$ cat config.mk
export PLATFORM = sky130hd
export DESIGN_NAME = dlyw_tracker
export DESIGN_NICKNAME = d
export VERILOG_FILES = /design/src/rtl/dlyw_pkg.sv /design/src/rtl/dlyw_match.sv /design/src/rtl/dlyw_discard_timer.sv /design/src/rtl/dlyw_tracker.sv
export SDC_FILE = /design/constraint.sdc
export NUM_CORES = 1
export LEC_CHECK = 0
export BUFFER_PORTS_ARGS = -buffer_cell sky130_fd_sc_hd__buf_2
export CELL_PAD_IN_SITES_DETAIL_PLACEMENT = 0
export CELL_PAD_IN_SITES_GLOBAL_PLACEMENT = 1
export CORE_MARGIN = 4
export CORE_UTILIZATION = 43
export CTS_BUF_LIST = sky130_fd_sc_hd__clkbuf_8 sky130_fd_sc_hd__clkbuf_16
export CTS_CLUSTER_SIZE = 8
export DETAILED_ROUTE_END_ITERATION = 10
export GPL_ROUTABILITY_DRIVEN = 0
export PLACE_DENSITY_LB_ADDON = 0.25
export SLEW_MARGIN = 20
export SYNTH_ARGS = -nofsm -noshare
export SYNTH_HDL_FRONTEND = slang
export SYNTH_SLANG_ARGS = --single-unit
$ cat constraint.sdc
create_clock -name clk -period 5.32 [get_ports clk]
set_clock_uncertainty 0.05 [all_clocks]
set_input_delay 0.798 -clock clk [delete_from_list [all_inputs] [get_ports clk]]
set_output_delay 0.798 -clock clk [all_outputs]
set_load 0.01 [all_outputs]
$ cat src/rtl/dlyw_pkg.sv
package dlyw_pkg;

  typedef enum logic [1:0] {
    SL_FREE = 2'd0,
    SL_WAIT = 2'd1,
    SL_FLY  = 2'd2,
    SL_DONE = 2'd3
  } slot_st_t;

  localparam logic [1:0] RSP_RETRY  = 2'b00;
  localparam logic [1:0] RSP_ACCEPT = 2'b01;
  localparam logic [1:0] RSP_ABORT  = 2'b10;

endpackage

$ cat src/rtl/dlyw_match.sv
module dlyw_match #(
  parameter int DEPTH = 4,
  parameter int AW    = 32,
  parameter int CW    = 4,
  parameter int BW    = 4,
  parameter int DW    = BW * 8,
  parameter int IW    = (DEPTH > 1) ? $clog2(DEPTH) : 1
) (
  input  logic [DEPTH-1:0]         live,
  input  logic [DEPTH-1:0][AW-1:0] s_addr,
  input  logic [DEPTH-1:0][CW-1:0] s_cmd,
  input  logic [DEPTH-1:0][BW-1:0] s_be_n,
  input  logic [DEPTH-1:0][DW-1:0] s_data,
  input  logic [AW-1:0]            q_addr,
  input  logic [CW-1:0]            q_cmd,
  input  logic [BW-1:0]            q_be_n,
  input  logic [DW-1:0]            q_data,
  output logic [DEPTH-1:0]         hit_vec,
  output logic                     hit,
  output logic [IW-1:0]            hit_idx
);

  // lanes with an active (low) enable become all-ones in the mask
  function automatic logic [DW-1:0] lane_mask(input logic [BW-1:0] be_n);
    logic [DW-1:0] m;
    for (int b = 0; b < BW; b++) m[b*8 +: 8] = {8{~be_n[b]}};
    return m;
  endfunction

  function automatic logic lanes_agree(input logic [DW-1:0] a, input logic [DW-1:0] b,
                                       input logic [BW-1:0] be_n);
    return ((a ^ b) & lane_mask(be_n)) == '0;
  endfunction

  for (genvar i = 0; i < DEPTH; i++) begin : g_cmp
    assign hit_vec[i] = live[i] && (s_addr[i] == q_addr) && (s_cmd[i] == q_cmd) &&
                        (s_be_n[i] == q_be_n) && lanes_agree(s_data[i], q_data, q_be_n);
  end

  assign hit = |hit_vec;

  always_comb begin
    hit_idx = '0;
    for (int i = DEPTH - 1; i >= 0; i--) if (hit_vec[i]) hit_idx = IW'(i);
  end

endmodule

$ cat src/rtl/dlyw_discard_timer.sv
module dlyw_discard_timer #(
  parameter int TW = 8
) (
  input  logic          clk,
  input  logic          rst_n,
  input  logic          head_present,
  input  logic          head_leave,
  input  logic [TW-1:0] reload,
  output logic          expire
);

  logic          armed;
  logic [TW-1:0] tmr;

  assign expire = head_present && (armed ? (tmr == '0) : (reload == '0));

  always_ff @(posedge clk or negedge rst_n) begin
    if (!rst_n) begin
      armed <= 1'b0;
      tmr   <= '0;
    end else if (!head_present || head_leave) begin
      armed <= 1'b0;
    end else if (!armed) begin
      armed <= 1'b1;
      tmr   <= (reload == '0) ? '0 : reload - TW'(1);
    end else if (tmr != '0) begin
      tmr <= tmr - TW'(1);
    end
  end

  // an armed timer that kept its head counts down by one each cycle
  p_tmr_down_r8: assert property (@(posedge clk) disable iff (!rst_n)
    armed && $past(armed && head_present && !head_leave) |-> tmr == $past(tmr) - TW'(1));

endmodule

$ cat src/rtl/dlyw_tracker.sv
module dlyw_tracker
  import dlyw_pkg::*;
#(
  parameter int DEPTH = 4,
  parameter int AW    = 32,
  parameter int CW    = 4,
  parameter int BW    = 4,
  parameter int DW    = BW * 8,
  parameter int TW    = 8,
  parameter int IW    = (DEPTH > 1) ? $clog2(DEPTH) : 1,
  parameter int CW2   = $clog2(DEPTH + 1)
) (
  input  logic           clk,
  input  logic           rst_n,
  input  logic           req_valid,
  input  logic [AW-1:0]  req_addr,
  input  logic [CW-1:0]  req_cmd,
  input  logic [BW-1:0]  req_be_n,
  input  logic [DW-1:0]  req_data,
  output logic           rsp_valid,
  output logic [1:0]     rsp_code,
  output logic           fwd_valid,
  input  logic           fwd_ready,
  output logic [AW-1:0]  fwd_addr,
  output logic [CW-1:0]  fwd_cmd,
  output logic [BW-1:0]  fwd_be_n,
  output logic [DW-1:0]  fwd_data,
  input  logic           cmpl_done,
  input  logic           cmpl_err,
  input  logic [TW-1:0]  tmr_reload,
  input  logic           serr_en,
  output logic [CW2-1:0] q_count,
  output logic           q_full,
  output logic [CW2-1:0] cq_count,
  output logic           serr_pulse
);

  // slot storage
  slot_st_t                st    [DEPTH];
  logic [IW-1:0]           prank [DEPTH];
  logic [IW-1:0]           crank [DEPTH];
  logic [DEPTH-1:0]        errf;
  logic [DEPTH-1:0][AW-1:0] s_addr;
  logic [DEPTH-1:0][CW-1:0] s_cmd;
  logic [DEPTH-1:0][BW-1:0] s_be_n;
  logic [DEPTH-1:0][DW-1:0] s_data;

  // named internal events
  logic [DEPTH-1:0] live, is_wait, is_fly, is_done, hit_vec, leave;
  logic             hit, hit_done, rep_accept, alloc, dispatch, fin, expire, discard;
  logic             free_any, ph_vld, h_vld, head_leave;
  logic [IW-1:0]    hit_idx, free_idx, ph_idx, h_idx;
  logic [CW2-1:0]   pcnt, dcnt, lcnt;
  logic [IW-1:0]    prank_new, crank_new;
  logic [IW-1:0]    crank_nx [DEPTH];
  logic [1:0]       rsp_nx;

  always_comb begin
    for (int i = 0; i < DEPTH; i++) begin
      live[i]    = (st[i] != SL_FREE);
      is_wait[i] = (st[i] == SL_WAIT);
      is_fly[i]  = (st[i] == SL_FLY);
      is_done[i] = (st[i] == SL_DONE);
    end
  end

  dlyw_match #(.DEPTH(DEPTH), .AW(AW), .CW(CW), .BW(BW), .DW(DW), .IW(IW)) u_match (
    .live    (live),
    .s_addr  (s_addr),
    .s_cmd   (s_cmd),
    .s_be_n  (s_be_n),
    .s_data  (s_data),
    .q_addr  (req_addr),
    .q_cmd   (req_cmd),
    .q_be_n  (req_be_n),
    .q_data  (req_data),
    .hit_vec (hit_vec),
    .hit     (hit),
    .hit_idx (hit_idx)
  );

  // lowest free slot, pending head, completion head
  always_comb begin
    free_any = 1'b0; free_idx = '0;
    ph_vld   = 1'b0; ph_idx   = '0;
    h_vld    = 1'b0; h_idx    = '0;
    for (int i = DEPTH - 1; i >= 0; i--) begin
      if (!live[i]) begin free_any = 1'b1; free_idx = IW'(i); end
      if (is_wait[i] && prank[i] == '0) begin ph_vld = 1'b1; ph_idx = IW'(i); end
      if (is_done[i] && crank[i] == '0) begin h_vld = 1'b1; h_idx = IW'(i); end
    end
  end

  assign hit_done   = hit && is_done[hit_idx];
  assign rep_accept = req_valid && hit_done;
  assign alloc      = req_valid && !hit && free_any;
  assign fwd_valid  = ph_vld && !(|is_fly);
  assign dispatch   = fwd_valid && fwd_ready;
  assign fin        = cmpl_done && (|is_fly);

  assign fwd_addr = s_addr[ph_idx];
  assign fwd_cmd  = s_cmd[ph_idx];
  assign fwd_be_n = s_be_n[ph_idx];
  assign fwd_data = s_data[ph_idx];

  dlyw_discard_timer #(.TW(TW)) u_timer (
    .clk          (clk),
    .rst_n        (rst_n),
    .head_present (h_vld),
    .head_leave   (head_leave),
    .reload       (tmr_reload),
    .expire       (expire)
  );

  // a repeat of the head in the expiry cycle takes precedence over the discard
  assign discard = expire && !(rep_accept && hit_idx == h_idx);

  always_comb begin
    for (int i = 0; i < DEPTH; i++)
      leave[i] = (rep_accept && hit_idx == IW'(i)) || (discard && h_idx == IW'(i));
  end

  assign head_leave = h_vld && leave[h_idx];

  assign pcnt = CW2'($countones(is_wait));
  assign dcnt = CW2'($countones(is_done));
  assign lcnt = CW2'($countones(leave));
  assign prank_new = IW'(pcnt - (dispatch ? CW2'(1) : CW2'(0)));
  assign crank_new = IW'(dcnt - lcnt);

  // completed entries close the gaps left by departures ahead of them
  always_comb begin
    for (int i = 0; i < DEPTH; i++) begin
      crank_nx[i] = crank[i];
      for (int j = 0; j < DEPTH; j++)
        if (leave[j] && is_done[j] && crank[j] < crank[i]) crank_nx[i] = crank_nx[i] - IW'(1);
    end
  end

  always_comb begin
    rsp_nx = RSP_RETRY;
    if (hit_done) rsp_nx = errf[hit_idx] ? RSP_ABORT : RSP_ACCEPT;
  end

  always_ff @(posedge clk or negedge rst_n) begin
    if (!rst_n) begin
      for (int i = 0; i < DEPTH; i++) begin
        st[i]    <= SL_FREE;
        prank[i] <= '0;
        crank[i] <= '0;
      end
      errf       <= '0;
      s_addr     <= '0;
      s_cmd      <= '0;
      s_be_n     <= '0;
      s_data     <= '0;
      rsp_valid  <= 1'b0;
      rsp_code   <= RSP_RETRY;
      serr_pulse <= 1'b0;
    end else begin
      rsp_valid  <= req_valid;
      rsp_code   <= rsp_nx;
      serr_pulse <= discard && serr_en;
      for (int i = 0; i < DEPTH; i++) begin
        if (alloc && free_idx == IW'(i)) begin
          st[i]     <= SL_WAIT;
          prank[i]  <= prank_new;
          errf[i]   <= 1'b0;
          s_addr[i] <= req_addr;
          s_cmd[i]  <= req_cmd;
          s_be_n[i] <= req_be_n;
          s_data[i] <= req_data;
        end else if (is_wait[i]) begin
          if (dispatch && ph_idx == IW'(i)) st[i] <= SL_FLY;
          else if (dispatch)                prank[i] <= prank[i] - IW'(1);
        end else if (is_fly[i]) begin
          if (fin) begin
            st[i]    <= SL_DONE;
            errf[i]  <= cmpl_err;
            crank[i] <= crank_new;
          end
        end else if (is_done[i]) begin
          if (leave[i]) st[i] <= SL_FREE;
          else          crank[i] <= crank_nx[i];
        end
      end
    end
  end

  assign q_count  = CW2'($countones(live));
  assign q_full   = &live;
  assign cq_count = dcnt;

  // a write never matches two slots, so repeats never duplicated an entry
  p_single_hit_r2: assert property (@(posedge clk) disable iff (!rst_n) $onehot0(hit_vec));

  // a repeat never adds to the occupancy
  p_repeat_no_alloc_r2: assert property (@(posedge clk) disable iff (!rst_n)
    req_valid && hit |=> q_count <= $past(q_count));

  // a write that finds the slots full leaves the occupancy unchanged or lower
  p_full_no_alloc_r4: assert property (@(posedge clk) disable iff (!rst_n)
    req_valid && q_full && !hit |=> q_count <= $past(q_count));

  // never more than one entry with the far side
  p_one_flight_r5: assert property (@(posedge clk) disable iff (!rst_n) $onehot0(is_fly));

  // a response only follows a presented write
  p_rsp_follows_req_r1: assert property (@(posedge clk) disable iff (!rst_n)
    rsp_valid |-> $past(req_valid));

  // an accepted repeat releases a slot
  p_accept_frees_r6: assert property (@(posedge clk) disable iff (!rst_n)
    rep_accept |=> q_count < $past(q_count));

  // a discard takes an entry off the completion list
  p_discard_frees_r8: assert property (@(posedge clk) disable iff (!rst_n)
    discard |=> cq_count <= $past(cq_count));

endmodule

==> flow_metrics.py <==
metrics = {
    "final_layout": {
        "stdcell_count": 2911,
        "regArea_sq_mm": 0.00823,
        "final_util": 0.529,
        "area_growth_pct": 20.9,
        "drive_above_1_share": 0.314,
        "multi_input_area_sq_mm": 0.0109,
        "fillCellCount": 4096,
        "layout.nets": 2443,
    },
    "global_route": {
        "use_met1": 0.366,
        "grt_pass1_vias": 16400,
        "grt_max_degree": 89,
        "grt_pass1_wl_um": 99300,
        "track_usage": 0.254,
        "top_usage_layer": "met2",
        "met2_usage": 0.395,
        "antenna_found_initial": 5,
        "gr-total-overflow": 0,
        "met3_usage": 0.0437,
    },
    "clocking": {
        "cts_tree": "built",
        "clock_latency_ns": 0.59,
        "clockRootBuffer": "clkbuf_16",
        "cts_hold_buf": 0,
        "cts_buffer_depth": 3,
        "htreeDepth": 2,
        "clkSinkCount": 329,
        "path_clk_slew_ns": 0.05,
        "numCtsBuffers": 47,
    },
    "sta": {
        "hold_viol_final": 0,
        "fin_crit_sh": 0.990,
        "slew_headroom": 0.418,
        "tightest_slew_ns": 0.873,
        "final_max_slew_viol_count": 0,
        "fmax_ghz": 0.190,
        "fin_crit_ns": 5.27,
        "setup_viol": 0,
        "finalSetupTns_ns": 0,
    },
    "synthesis": {
        "syn-num-nets": 2155,
        "synth.cell_area_sq_mm": 0.0199,
        "synth_enable_flop_cells": 0,
        "synth_top_flop_cell": "dfrtp_1",
        "ys_ff_latch": 329,
        "syn_avg_cell_area_sq_um": 9.88,
        "syn-instance-count": 2016,
        "synth.distinct_cells": 88,
        "async_reset_ff_frac": 1.00,
        "yosysWarnings": 0,
        "yosysSeqAreaShare": 0.413,
    },
    "setup_path": {
        "critPathArrivalTime_ns": 5.67,
        "critical_path_class": "reg -> reg",
        "cp-end-kind": "flop",
        "critPathLaunchType": "flop",
        "required_ns": 5.72,
        "path_max_fanout": 4,
    },
    "placement": {
        "dp.cells": 2851,
        "portBuffers": 170,
        "post-dp-hpwl_um": 45400,
    },
    "routing": {
        "viasPerCell": 5.68,
        "final_antenna_net_count": 0,
        "routedWlPerCell_um": 22.4,
        "drt-initial-drc-count": 1736,
        "vias": 16500,
        "wl_um": 65300,
        "first_pass_iters": 9,
        "drc": 0,
    },
    "die": {
        "initial_core_util": 0.437,
        "fp.dieW_um": 223,
        "core_area_sq_mm": 0.0456,
        "ios": 171,
        "die_h_um": 223,
        "rows": 78,
        "dieArea_sq_mm": 0.0498,
    },
    "power": {
        "ir_drop_v": 0.000401,
        "power_density_mw_per_mm2": 544,
        "p_leak_nw": 11.6,
    },
    "worst_hold_path": {
        "min_path_type": "in -> async",
    },
    "flow_run": {
        "drv_cap": 0,
    },
    "outcome": {
        "outcome": "finished clean",
    },
}
==> Yosys cell counts, types with 5 or more instances <==
cell type / count / area share
nand2_1: 411 / 0.077
dfrtp_1: 329 / 0.41
xor2_1: 222 / 0.098
mux2_2: 205 / 0.12
a222oi_1: 73 / 0.037
inv_1: 73 / 0.014
buf_2: 68 / 0.017
xnor2_1: 66 / 0.029
clkbuf_1: 62 / 0.012
nor4_1: 56 / 0.018
a21oi_1: 53 / 0.013
ha_1: 46 / 0.029
o21ai_0: 46 / 0.012
nor2_1: 37 / 0.0070
nand4_1: 23 / 0.0072
nand3_1: 20 / 0.0050
nor3_1: 19 / 0.0048
mux2i_1: 14 / 0.0070
a221o_1: 10 / 0.0050
buf_6: 10 / 0.0057
buf_1: 8 / 0.0015
a31oi_1: 7 / 0.0022
nand3b_1: 7 / 0.0026
nor4_2: 7 / 0.0044
a21o_1: 6 / 0.0023
and3_2: 6 / 0.0023
fa_1: 6 / 0.0060
o22ai_1: 6 / 0.0019
or3_1: 6 / 0.0019
a211o_1: 5 / 0.0022
a221oi_1: 5 / 0.0022
and2_1: 5 / 0.0016
and3_1: 5 / 0.0016
nor2b_1: 5 / 0.0016
nor3b_1: 5 / 0.0019
==> path summary, 6_finish.rpt <==
check                            from    endpoint  slack (ns)  depth (start not counted)
setup / recovery           s_addr[64]    crank[1]        0.05                         22
hold / removal                  rst_n    crank[3]        0.16                          1
setup reg to reg           s_addr[64]    crank[1]        0.05                         22
hold reg to reg             s_cmd[10]   s_cmd[10]        0.47                          2
max in group asynchronous       rst_n  s_addr[39]        3.90                          2
min in group clk            req_valid   rsp_valid        0.37                          1
==> final cells by class <==
type | count | share of cell area
antenna | 2 | 0.000208
timing repair buffer | 392 | 0.111
inverter | 75 | 0.0117
sequential | 329 | 0.342
clock inverter | 2 | 0.000987
clock buffer | 52 | 0.0526
multi-input combinational | 1459 | 0.451
tap | 600 | 0.0312
==> critical path: stages (launching register included) <==
cell and delay (ns):
dfrtp_1 0.40, xor2_1 0.51, nor4_1 0.10, buf_4 0.16, nand4_1 0.07, buf_4 0.13
nor4_4 0.04, buf_4 0.16, and3_2 0.19, a311o_1 0.37, a31o_4 0.26, and2_4 0.17
o21ai_4 0.14, inv_2 0.05, fa_1 0.48, inv_1 0.06, fa_1 0.53, inv_1 0.06
fa_2 0.37, xnor2_2 0.17, or4b_4 0.49, o221ai_2 0.08, o22ai_1 0.11
==> layout by cell type (no fill, tap or decap), types with 10 or more instances in the layout <==
| cell type | count |
|---|---|
| a21oi_1 | 51 |
| a221o_1 | 10 |
| a222oi_1 | 73 |
| buf_12 | 11 |
| buf_2 | 168 |
| buf_4 | 212 |
| clkbuf_16 | 49 |
| dfrtp_1 | 329 |
| ha_1 | 46 |
| inv_1 | 72 |
| mux2_2 | 205 |
| mux2i_1 | 14 |
| nand2_1 | 408 |
| nand3_1 | 18 |
| nand4_1 | 23 |
| nor2_1 | 37 |
| nor3_1 | 18 |
| nor4_1 | 48 |
| nor4_2 | 13 |
| o21ai_0 | 44 |
| xnor2_1 | 63 |
| xor2_1 | 221 |
==> report_power, final <==
part / total (mW) / internal (mW) / switching, mW
sequential: 4.68 / 3.61 / 1.07
combinational: 5.67 / 2.58 / 3.09
clock: 2.77 / 1.65 / 1.12
total: 13.1 / 7.84 / 5.27
==> registers in the layout (all words and copies together), names as in the netlist <==
signal,flops
u_timer.tmr,8
crank,8
s_be_n,16
rsp_valid,1
serr_pulse,1
u_timer.armed,1
s_data,128
errf,4
s_addr,128
rsp_code,2
s_cmd,16
st,8
prank,8
==> cell families after synthesis <==
kind of cell / count (synthesis) / share of synthesized area
AND/OR/NAND/NOR: 636 / 0.147
buffers and inverters: 228 / 0.0523
AO/OA/AOI/OAI: 262 / 0.100
flip-flops: 329 / 0.413
XOR/XNOR: 290 / 0.129
multiplexers: 219 / 0.123
adder cells (fa/ha/maj): 52 / 0.0349
==> through the flow <==
step                total power [mW]  worst slack (ns)  hold WS, ns  area, sq um
floorplan                       8.02           -0.0837        0.427        20000
global placement                10.1            -0.457        0.448        22600
detailed placement              10.2            -0.493        0.457        22600
CTS                             13.1            0.0470        0.216        23900
global route                    14.0           -0.0142        0.253        24100
finish                          13.1            0.0528        0.160        24100
==> timing repair <==
action / CTS / global route
endpoints found under the setup margin: 1 / 4
pin swaps: 0 / 13
setup buffers: 0 / 5
gates resized for setup: 1 / 24
==> per-layer routing <==
metal  routed length [um]  part of all wire  vias up
met5                   40           0.00061        -
met4                 1640             0.025        6
met3                 4440             0.068      111
met2                29500              0.45      596
met1                29600              0.45     8245
li1                     -                 -     7585
Note: power is estimated with default switching activity, not from simulation.
